File: src/rtl/addr_xlate.sv
module addr_xlate #(
  parameter int VA_W       = 12,
  parameter int PAGE_BYTES = 128,
  parameter int PHYS_PAGES = 12,
  parameter int TLB_DEPTH  = 16,
  parameter int PT_MAX     = 32,
  localparam int OFF_W = $clog2(PAGE_BYTES),
  localparam int VPN_W = VA_W - OFF_W,
  localparam int FRM_W = $clog2(PHYS_PAGES) + 1,
  localparam int PA_W  = $clog2(PHYS_PAGES) + OFF_W,
  localparam int TB_IW = $clog2(TLB_DEPTH),
  localparam int PT_IW = $clog2(PT_MAX),
  localparam int IDX_W = (TB_IW > PT_IW) ? TB_IW : PT_IW
) (
  input  logic             clk,
  input  logic             rst_n,
  input  logic             mode_buf,
  input  logic [PT_IW:0]   pt_len,
  input  logic             req,
  input  logic [VA_W-1:0]  req_addr,
  input  logic [1:0]       req_size,
  input  logic             req_wr,
  output logic             done,
  output logic [2:0]       exc,
  output logic [PA_W-1:0]  pa,
  input  logic             wr_en,
  input  logic             wr_buf,
  input  logic [IDX_W-1:0] wr_idx,
  input  logic [VPN_W-1:0] wr_vpn,
  input  logic [FRM_W-1:0] wr_frm,
  input  logic             wr_valid,
  input  logic             wr_ro,
  input  logic             rd_buf,
  input  logic [IDX_W-1:0] rd_idx,
  output logic             rd_use,
  output logic             rd_dirty
);
  logic [VPN_W-1:0] b_vpn [TLB_DEPTH];
  logic [FRM_W-1:0] b_frm [TLB_DEPTH];
  logic [TLB_DEPTH-1:0] b_v, b_ro, b_use, b_dty, hit_vec;
  logic [FRM_W-1:0] t_frm [PT_MAX];
  logic [PT_MAX-1:0] t_v, t_ro, t_use, t_dty;

  wire [VPN_W-1:0] vpn    = req_addr[VA_W-1:OFF_W];
  wire [PT_IW-1:0] pt_idx = PT_IW'(vpn);
  wire [TB_IW-1:0] wb_idx = TB_IW'(wr_idx);
  wire [PT_IW-1:0] wt_idx = PT_IW'(wr_idx);

  wire misal = (req_size == 2'd2 && req_addr[1:0] != 2'b00) ||
               (req_size == 2'd1 && req_addr[0]);
  wire in_range = (32'(vpn) < 32'(pt_len)) && (32'(vpn) < PT_MAX);

  for (genvar i = 0; i < TLB_DEPTH; i++) begin : g_cmp
    assign hit_vec[i] = b_v[i] && (b_vpn[i] == vpn);
  end

  logic [TB_IW-1:0] hit_idx;
  always_comb begin
    hit_idx = '0;
    for (int i = TLB_DEPTH - 1; i >= 0; i--)
      if (hit_vec[i]) hit_idx = TB_IW'(i);
  end

  wire             sel_v   = mode_buf ? |hit_vec        : t_v[pt_idx];
  wire             sel_ro  = mode_buf ? b_ro[hit_idx]   : t_ro[pt_idx];
  wire [FRM_W-1:0] sel_frm = mode_buf ? b_frm[hit_idx]  : t_frm[pt_idx];

  logic [2:0] nxt_exc;
  always_comb begin
    if (misal)                            nxt_exc = 3'd1;
    else if (!mode_buf && !in_range)      nxt_exc = 3'd1;
    else if (!sel_v)                      nxt_exc = 3'd2;
    else if (sel_ro && req_wr)            nxt_exc = 3'd3;
    else if (32'(sel_frm) >= PHYS_PAGES)  nxt_exc = 3'd4;
    else                                  nxt_exc = 3'd0;
  end
  wire ok = (nxt_exc == 3'd0);

  always_ff @(posedge clk) begin
    if (!rst_n) begin
      done <= 1'b0;
      exc  <= '0;
      pa   <= '0;
      b_v  <= '0; b_use <= '0; b_dty <= '0;
      t_v  <= '0; t_use <= '0; t_dty <= '0;
    end else begin
      done <= req;
      if (req) begin
        exc <= nxt_exc;
        pa  <= ok ? {sel_frm[FRM_W-2:0], req_addr[OFF_W-1:0]} : '0;
        if (ok && mode_buf) begin
          b_use[hit_idx] <= 1'b1;
          if (req_wr) b_dty[hit_idx] <= 1'b1;
        end
        if (ok && !mode_buf) begin
          t_use[pt_idx] <= 1'b1;
          if (req_wr) t_dty[pt_idx] <= 1'b1;
        end
      end
      if (wr_en && wr_buf) begin
        b_v[wb_idx] <= wr_valid; b_use[wb_idx] <= 1'b0; b_dty[wb_idx] <= 1'b0;
      end
      if (wr_en && !wr_buf) begin
        t_v[wt_idx] <= wr_valid; t_use[wt_idx] <= 1'b0; t_dty[wt_idx] <= 1'b0;
      end
    end
  end

  always_ff @(posedge clk) begin
    if (wr_en && wr_buf) begin
      b_vpn[wb_idx] <= wr_vpn;
      b_frm[wb_idx] <= wr_frm;
      b_ro[wb_idx]  <= wr_ro;
    end
    if (wr_en && !wr_buf) begin
      t_frm[wt_idx] <= wr_frm;
      t_ro[wt_idx]  <= wr_ro;
    end
  end

  assign rd_use   = rd_buf ? b_use[TB_IW'(rd_idx)] : t_use[PT_IW'(rd_idx)];
  assign rd_dirty = rd_buf ? b_dty[TB_IW'(rd_idx)] : t_dty[PT_IW'(rd_idx)];

  a_r1_done_after_req: assert property (@(posedge clk) disable iff (!rst_n)
    req |=> done);
  a_r1_no_spurious_done: assert property (@(posedge clk) disable iff (!rst_n)
    !req |=> !done);
  a_r2_word_misalign: assert property (@(posedge clk) disable iff (!rst_n)
    (req && req_size == 2'd2 && req_addr[1:0] != 2'b00) |=> exc == 3'd1);
  a_r6_ro_only_on_store: assert property (@(posedge clk) disable iff (!rst_n)
    (done && exc == 3'd3) |-> $past(req_wr));
  a_r8_offset_kept: assert property (@(posedge clk) disable iff (!rst_n)
    (done && exc == 3'd0) |-> pa[OFF_W-1:0] == $past(req_addr[OFF_W-1:0]));
  a_r8_pa_bound: assert property (@(posedge clk) disable iff (!rst_n)
    (done && exc == 3'd0) |-> 32'(pa) < PHYS_PAGES * PAGE_BYTES);
  a_r10_no_write_during_req: assert property (@(posedge clk) disable iff (!rst_n)
    !(req && wr_en));
  a_r2_size_code_legal: assert property (@(posedge clk) disable iff (!rst_n)
    req |-> req_size != 2'd3);
endmodule

File: config.mk
export PLATFORM = sky130hd
export DESIGN_NAME = addr_xlate
export DESIGN_NICKNAME = d
export VERILOG_FILES = /design/src/rtl/addr_xlate.sv
export SDC_FILE = /design/constraint.sdc
export NUM_CORES = 1
export LEC_CHECK = 0
export BUFFER_PORTS_ARGS = -buffer_cell sky130_fd_sc_hd__buf_2
export CAP_MARGIN = 20
export CORE_MARGIN = 4
export CORE_UTILIZATION = 55
export CTS_CLUSTER_SIZE = 25
export DETAILED_ROUTE_END_ITERATION = 6
export PLACE_DENSITY = 0.72
export SYNTH_ARGS = -nofsm -noshare
export SYNTH_HDL_FRONTEND = slang
export SYNTH_SLANG_ARGS = --single-unit
File: constraint.sdc
create_clock -name clk -period 11.2 [get_ports clk]
set_input_delay 1.12 -clock clk [delete_from_list [all_inputs] [get_ports clk]]
set_output_delay 1.12 -clock clk [all_outputs]
set_load 0.02 [all_outputs]
==> results of run 1 <==
## layer usage
metal  vias up  part of all wire (%)  GRT usage [%]
met3       110                    12           6.97
met1      7448                    41           39.7
met2       810                    45           39.7
met5         -                     0              0
li1       6547                     -              -
met4         0                   2.6           8.18
## registers in the layout, summed over array words and instances (netlist names)
register	cells
b_v	16
t_dty	32
b_frm	80
t_frm	160
done	1
b_vpn	80
t_ro	32
t_use	32
b_dty	16
t_v	32
exc	3
b_use	16
b_ro	16
pa	11
## cells in the final DEF, fill, tap and decap left out, types with 6 or more instances in the layout
cell         n
mux2i_1     21
edfxtp_1   368
clkinv_1     7
dfxtp_1    159
nor2b_1     38
mux4_2      95
or2_2        6
a41oi_1     34
o21ai_0     76
clkbuf_1    22
buf_2       64
nand3_1     63
a22oi_1      6
a31oi_1     14
a21boi_0    37
buf_4       26
xor2_1      53
clkbuf_16   56
nand2b_1    13
nor2_1     104
o31ai_1     15
and3_1      13
and2_1      17
a211oi_1     7
mux2_2       6
nor3_1      22
nand4_1     14
a21oi_1     19
clkinv_2     6
nor4_1      23
or4_1        7
inv_1       46
xnor2_1     28
nand2_1    213
o211ai_1    11
## metrics by stage
stage,util [%],std cells
after floorplan,-,1701
after global placement,58.1,2224
after detailed placement,58.1,2225
after CTS,62.4,2328
after global routing,62.5,2331
final,62.5,2332
## Yosys cell counts, drive strengths merged, types with 28 or more instances
cell and count:
inv 46, edfxtp 368, xor2 53, a21boi 38, buf 44, dfxtp 159
nor2 108, nor2b 38, clkbuf 46, o21ai 78, nand2 213, a41oi 34
nand3 64, xnor2 28, mux4 95
## logic make-up (layout without fill, tap and decap cells)
logic type,after synthesis,in the layout
buffers and inverters,138,243
other,0,1
XOR/XNOR,81,81
multiplexers,122,122
flip-flops,527,527
AO/OA/AOI/OAI,271,271
adder cells (fa/ha/maj),4,4
AND/OR/NAND/NOR,558,558
## area by class of cell
cell class                      count  area share (%)
Sequential cell                   527            56.7
Multi-Input combinational cell   1036            30.9
Inverter                           47           0.702
Antenna cell                        1         0.00996
Clock buffer                       83            6.16
Tap cell                          525            2.61
Timing Repair Buffer               93            2.22
Clock inverter                     20           0.762
## worst max path at each step
stage | start | end | slack (ns) | cells after the start
final | req_addr[10] | pa[7] | 5.43 | 14
after global routing | req_addr[10] | pa[7] | 5.09 | 14
after CTS | req_addr[7] | pa[7] | 5.07 | 14
after detailed placement | req_addr[7] | pa[7] | 4.46 | 14
after global placement | req_addr[7] | pa[7] | 4.72 | 14
after floorplan | req_addr[7] | pa[8] | 6.52 | 11
## worst reg2reg max path, cell delays in order (launching register included)
cell and delay, ns:
edfxtp_1 0.39, xor2_1 0.15, nor4_1 0.35, and3_1 0.35
a21oi_1 0.16, o221a_2 0.41, nor2_2 0.49, mux2_2 0.41
a2111oi_2 0.54, a31oi_2 0.24, a21oi_4 0.15, buf_4 0.44
nand3_2 0.35, o31ai_1 0.31
## power breakdown
group          internal, mW  total (mW)  switching [mW]
Clock                  1.00        1.76           0.756
Sequential             2.10        2.10         0.00490
Combinational        0.0662       0.215           0.149
Total                  3.17        4.08           0.910
==> impl_metrics.csv, run 1 <==
group,metric,value,unit
drt,dr.pass1.iters,5,
timing,worst_slew_pin_slew,1.21,ns
clock_network,cts_buffers,55,
yosys,netlist.area_leader.share,48.9,%
critical_path,crit_path_end_kind,"register",
die,num_rows,73,
job,maxCapViolCount,0,
yosys,synth_seq_area_share,63.0,%
timing,finalHoldViolations,0,
power,powerDensity,162,nW/µm²
yosys,synth-seq-cells,527,
critical_path,critPathArrivalTime,6.29,ns
yosys,yosys-mux-area-fraction,10.7,%
clock_network,ctsHoldBuffers,0,
timing,grt_setup_unrepaired,"no",
yosys,synth_simple_gate_area_share,11.7,%
critical_path,path_cells,"buf_2 > xor2_1 > nor4_1 > and3_1 > a21oi_1 > o221a_2 > nor2_2 > mux2_2 > a2111oi_2 > a31oi_2 > a21oi_4 > buf_4 > nand3_2 > o31ai_1",
place,gp_congestion,0.926,
global_routing,antenna_found_initial,0,
final_layout,nFillCells,2994,
place,detailed_place_hpwl,39700,µm
timing,setup_ws,5.43,ns
drt,wl_per_cell,25.8,µm
clock_network,htreeDepth,2,
die,die_area,44400,µm²
final_layout,seqCellArea,14200,µm²
die,die_h,211,µm
global_routing,grt_pass1_vias,14100,
power,total_power,4.08,mW
final_layout,multiInputGateArea,7760,µm²
drt,routed_wirelength,60200,µm
final_layout,finalNetCount,1814,
yosys,synth_ff_type,"edfxtp_1",
critical_path,worst_r2r_path_depth,13,
drt,drc_errors,0,
critical_path,crit_type,"in -> reg",
status,status,"finished clean",
power,leakagePower,8.65,nW
global_routing,grt-ovfl-total,0,
timing,slew-limit-headroom,19.3,%
clock_network,cts.clk_slew.worst_paths,0.06,ns
global_routing,grt_max_degree,109,
final_layout,synthToLayoutAreaGrowth,11.2,%
place,pre_cts_ws,4.46,ns
place,port-buffer-count,66,
critical_path,worstPathMaxFanout,44,
drt,vias,14900,
yosys,avgSynthCellArea,13.3,µm²
clock_network,cts_num_sinks,527,
critical_path,crit_family,"compound AO/OA/AOI/OAI gates",
drt,postRouteAntennaNets,0,
timing,finalCriticalPeriod,5.77,ns
critical_path,r2r_end,"pa[7]",
critical_path,worst-path-buf-inv,2,
hold_path,min_path_cells,2,
critical_path,r2r-start,"b_vpn[8][3]",
final_layout,final_area,25100,µm²
clock_network,post_cts_buffers,0,
critical_path,worstPathRequired,11.73,ns
critical_path,slowest_stage,"buf_2",
critical_path,r2r_slack,6.38,ns
drt,drtIter0Drc,2101,
clock_network,clockBufferDepth,3,
die,io_pins,67,
final_layout,drive_above_1_share,16.7,%
die,die_w,211,µm
timing,max_freq,173,MHz
yosys,synth_nets,1755,
yosys,async_flop_share,0,%
critical_path,critPathLaunchType,"primary input",
hold_path,hold_end,"t_dty[29]",
timing,finalSetupViolations,0,
clock_network,postCtsResizedCells,0,
yosys,synth_xor_area_share,3.14,%
clock_network,clock_latency,0.63,ns
yosys,synth_top_family_by_area,"simple AND/OR/NAND/NOR gates",
yosys,synth-compound-area-share,8.55,%
timing,timing.hold.ws,0.443,ns
global_routing,grt_pass1_wl,89800,µm
timing,drv_slew,0,
clock_network,root_buffer,"clkbuf_16",
timing,fin_tns_setup,0,ns
yosys,synth.distinct_cells,77,
yosys,synth-adder-area-share,0.222,%
yosys,yosysWarnings,0,
clock_network,cts_tree,"built",
power,ir_drop,118,µV
drt,vias_per_cell,6.40,
yosys,synth_top_area_cell,"edfxtp_1",
global_routing,grtUsageTotal,26.8,%
critical_path,slowest_delay,0.80,ns
yosys,ys_top_cells_by_area,"edfxtp_1, dfxtp_1, mux4_2",
place,placed_cell_area,23300,µm²
die,initial_core_util,56.2,%
yosys,synth-edff-count,368,
die,core,40200,µm²
yosys,syn_area,22600,µm²
yosys,netlist_instances,1701,
timing,fin_crit_sh,51.5,%
hold_path,hold_class,"reg -> reg",
timing,finalClockSkew,0.0248,ns
hold_path,min_from,"t_dty[29]",
Note: power is estimated with default switching activity, not from simulation.
==> run 2: changes to the inputs <==
==> constraint.sdc (replaced) <==
create_clock -name clk -period 5.9 [get_ports clk]
set_input_delay 0.59 -clock clk [delete_from_list [all_inputs] [get_ports clk]]
set_output_delay 0.59 -clock clk [all_outputs]
set_load 0.02 [all_outputs]
==> impl_metrics.csv, run 2 (same netlist as run 1, synthesis figures left out) <==
group,metric,value,unit
status,status,"finished clean",
drt,drtIter0Drc,2043,
final_layout,drive_above_1_share,16.9,%
drt,vias,15000,
critical_path,crit_path_end_kind,"register",
timing,finalSetupViolations,0,
clock_network,clockBufferDepth,3,
place,placed_cell_area,23400,µm²
global_routing,grt-ovfl-total,0,
final_layout,diodes,0,
power,powerDensity,304,nW/µm²
global_routing,antenna_found_initial,0,
drt,dr.pass1.iters,6,
clock_network,postCtsResizedCells,0,
die,initial_core_util,56.2,%
clock_network,clock_latency,0.61,ns
global_routing,grt_pass1_wl,90100,µm
power,leakagePower,8.66,nW
critical_path,r2r-start,"b_vpn[15][3]",
final_layout,largest_reg_flops,160,
drt,wl_per_cell,25.4,µm
final_layout,synthToLayoutAreaGrowth,11.1,%
final_layout,mostFrequentLayoutCells,"edfxtp_1, nand2_1, dfxtp_1",
timing,grt_setup_unrepaired,"no",
critical_path,critPathArrivalTime,5.41,ns
final_layout,finalNetCount,1819,
timing,finalHoldViolations,0,
timing,worst_slew_pin_slew,1.15,ns
clock_network,htreeDepth,2,
final_layout,final_area,25100,µm²
hold_path,hold_end,"pa[4]",
timing,max_freq,206,MHz
final_layout,top_register,"t_frm",
hold_path,min_path_cells,3,
place,gp_congestion,0.934,
global_routing,grtUsageTotal,26.6,%
clock_network,cts_buffers,52,
die,die_w,211,µm
drt,drc_errors,0,
clock_network,cts_tree,"built",
die,core,40200,µm²
place,port-buffer-count,66,
critical_path,crit_type,"in -> reg",
critical_path,worstPathMaxFanout,42,
critical_path,r2r_end,"t_dty[26]",
timing,finalCriticalPeriod,4.86,ns
die,die_area,44400,µm²
clock_network,cts_num_sinks,527,
power,intPower,5.94,mW
global_routing,grt_max_degree,66,
power,p_switching,1.69,mW
critical_path,r2r_slack,1.26,ns
power,p_seq_share,52.3,%
clock_network,root_buffer,"clkbuf_16",
clock_network,post_cts_buffers,0,
clock_network,ctsHoldBuffers,0,
power,ir_drop,242,µV
critical_path,worst_r2r_path_depth,14,
timing,fin_crit_sh,82.4,%
critical_path,critPathLaunchType,"primary input",
hold_path,hold_class,"in -> reg",
timing,finalClockSkew,0.0279,ns
timing,slew-limit-headroom,22.9,%
final_layout,top_regs,"t_frm: 160 flops, b_frm: 80 flops, b_vpn: 80 flops",
timing,fin_tns_setup,0,ns
final_layout,final_common_cell,"edfxtp_1",
drt,routed_wirelength,59400,µm
critical_path,worstPathRequired,6.45,ns
drt,postRouteAntennaNets,0,
global_routing,grt_pass1_vias,14600,
die,io_pins,67,
die,num_rows,73,
place,detailed_place_hpwl,39400,µm
power,clkPwrFrac,42.5,%
die,die_h,211,µm
hold_path,min_from,"req_addr[4]",
job,maxCapViolCount,0,
power,combPwrFrac,5.2,%
drt,vias_per_cell,6.42,
timing,drv_slew,0,
power,power.share.switching,22.1,%
clock_network,cts.clk_slew.worst_paths,0.06,ns
[run 2: cell types whose count changed in the layout (fill, tap and decap cells not counted), sizes merged]
cell | previous run | this run
buf | 93 | 101
clkinv | 15 | 18
diode | 1 | 0
bufinv | 2 | 3
clkbuf | 83 | 74
[run 2: worst max-delay path, cell delays in order]
cell and delay (ns):
buf_2 0.39, buf_4 0.45, xor2_1 0.12, nor4_1 0.56
nand3_1 0.40, nand4_1 0.38, a31oi_1 0.26, buf_4 0.30
nor3_1 0.15, o2111ai_1 0.24, o221a_2 0.24, a31o_1 0.28
a21boi_4 0.22, buf_4 0.44, a41oi_1 0.21, nor2_1 0.12
[run 2: power groups by stage]
stage / combinational, mW / sequential, mW / clock (mW)
6_report: 0.400 / 3.99 / 3.24
5_1_grt: 0.428 / 3.99 / 3.43
4_1_cts: 0.396 / 3.99 / 3.27
3_5_place_dp: 0.395 / 4.07 / 0
3_3_place_gp: 0.388 / 4.07 / 0
2_1_floorplan: 0.247 / 4.07 / 0
[run 2: how the worst max path moves through the flow]
stage / startpoint / to / slack (ns) / cells after the start
global placement: req_addr[11] / t_use[3] / 0.66 / 16
floorplan: req_addr[7] / pa[8] / 1.75 / 11
CTS: req_addr[11] / t_dty[26] / 1.21 / 15
finish: req_addr[11] / t_dty[26] / 1.04 / 16
detailed placement: req_addr[11] / t_dty[26] / 0.61 / 15
global route: req_addr[11] / t_use[3] / 0.84 / 16
[run 2: stage by stage]
stage               setup slack [ns]  hold slack, ns  power [mW]  cells  util, %
global placement               0.663           0.426        4.46   2236     58.3
CTS                             1.21           0.213        7.66   2334     62.4
global route                   0.842           0.236        7.85   2334     62.4
detailed placement             0.609           0.435        4.46   2236     58.3
finish                          1.04           0.235        7.63   2334     62.4
floorplan                       1.75           0.418        4.31   1701        -
[run 2: layout make-up]
cell class | count | area [µm²]
clock buffers | 74 | 1440
clock inverters | 24 | 218
fillers | 3000 | 15100
inverters | 47 | 176
multi-input cells | 1036 | 7760
flip-flops and latches | 527 | 14200
well taps | 525 | 657
repair buffers | 101 | 598
[run 2: metal layers]
layer	vias to the layer above	part of all wire, %	track usage (%)
li1	6558	-	-
met1	7486	43	40.5
met2	812	45	39.5
met3	122	9.5	5.44
met4	0	2.9	7.62
met5	-	0	0
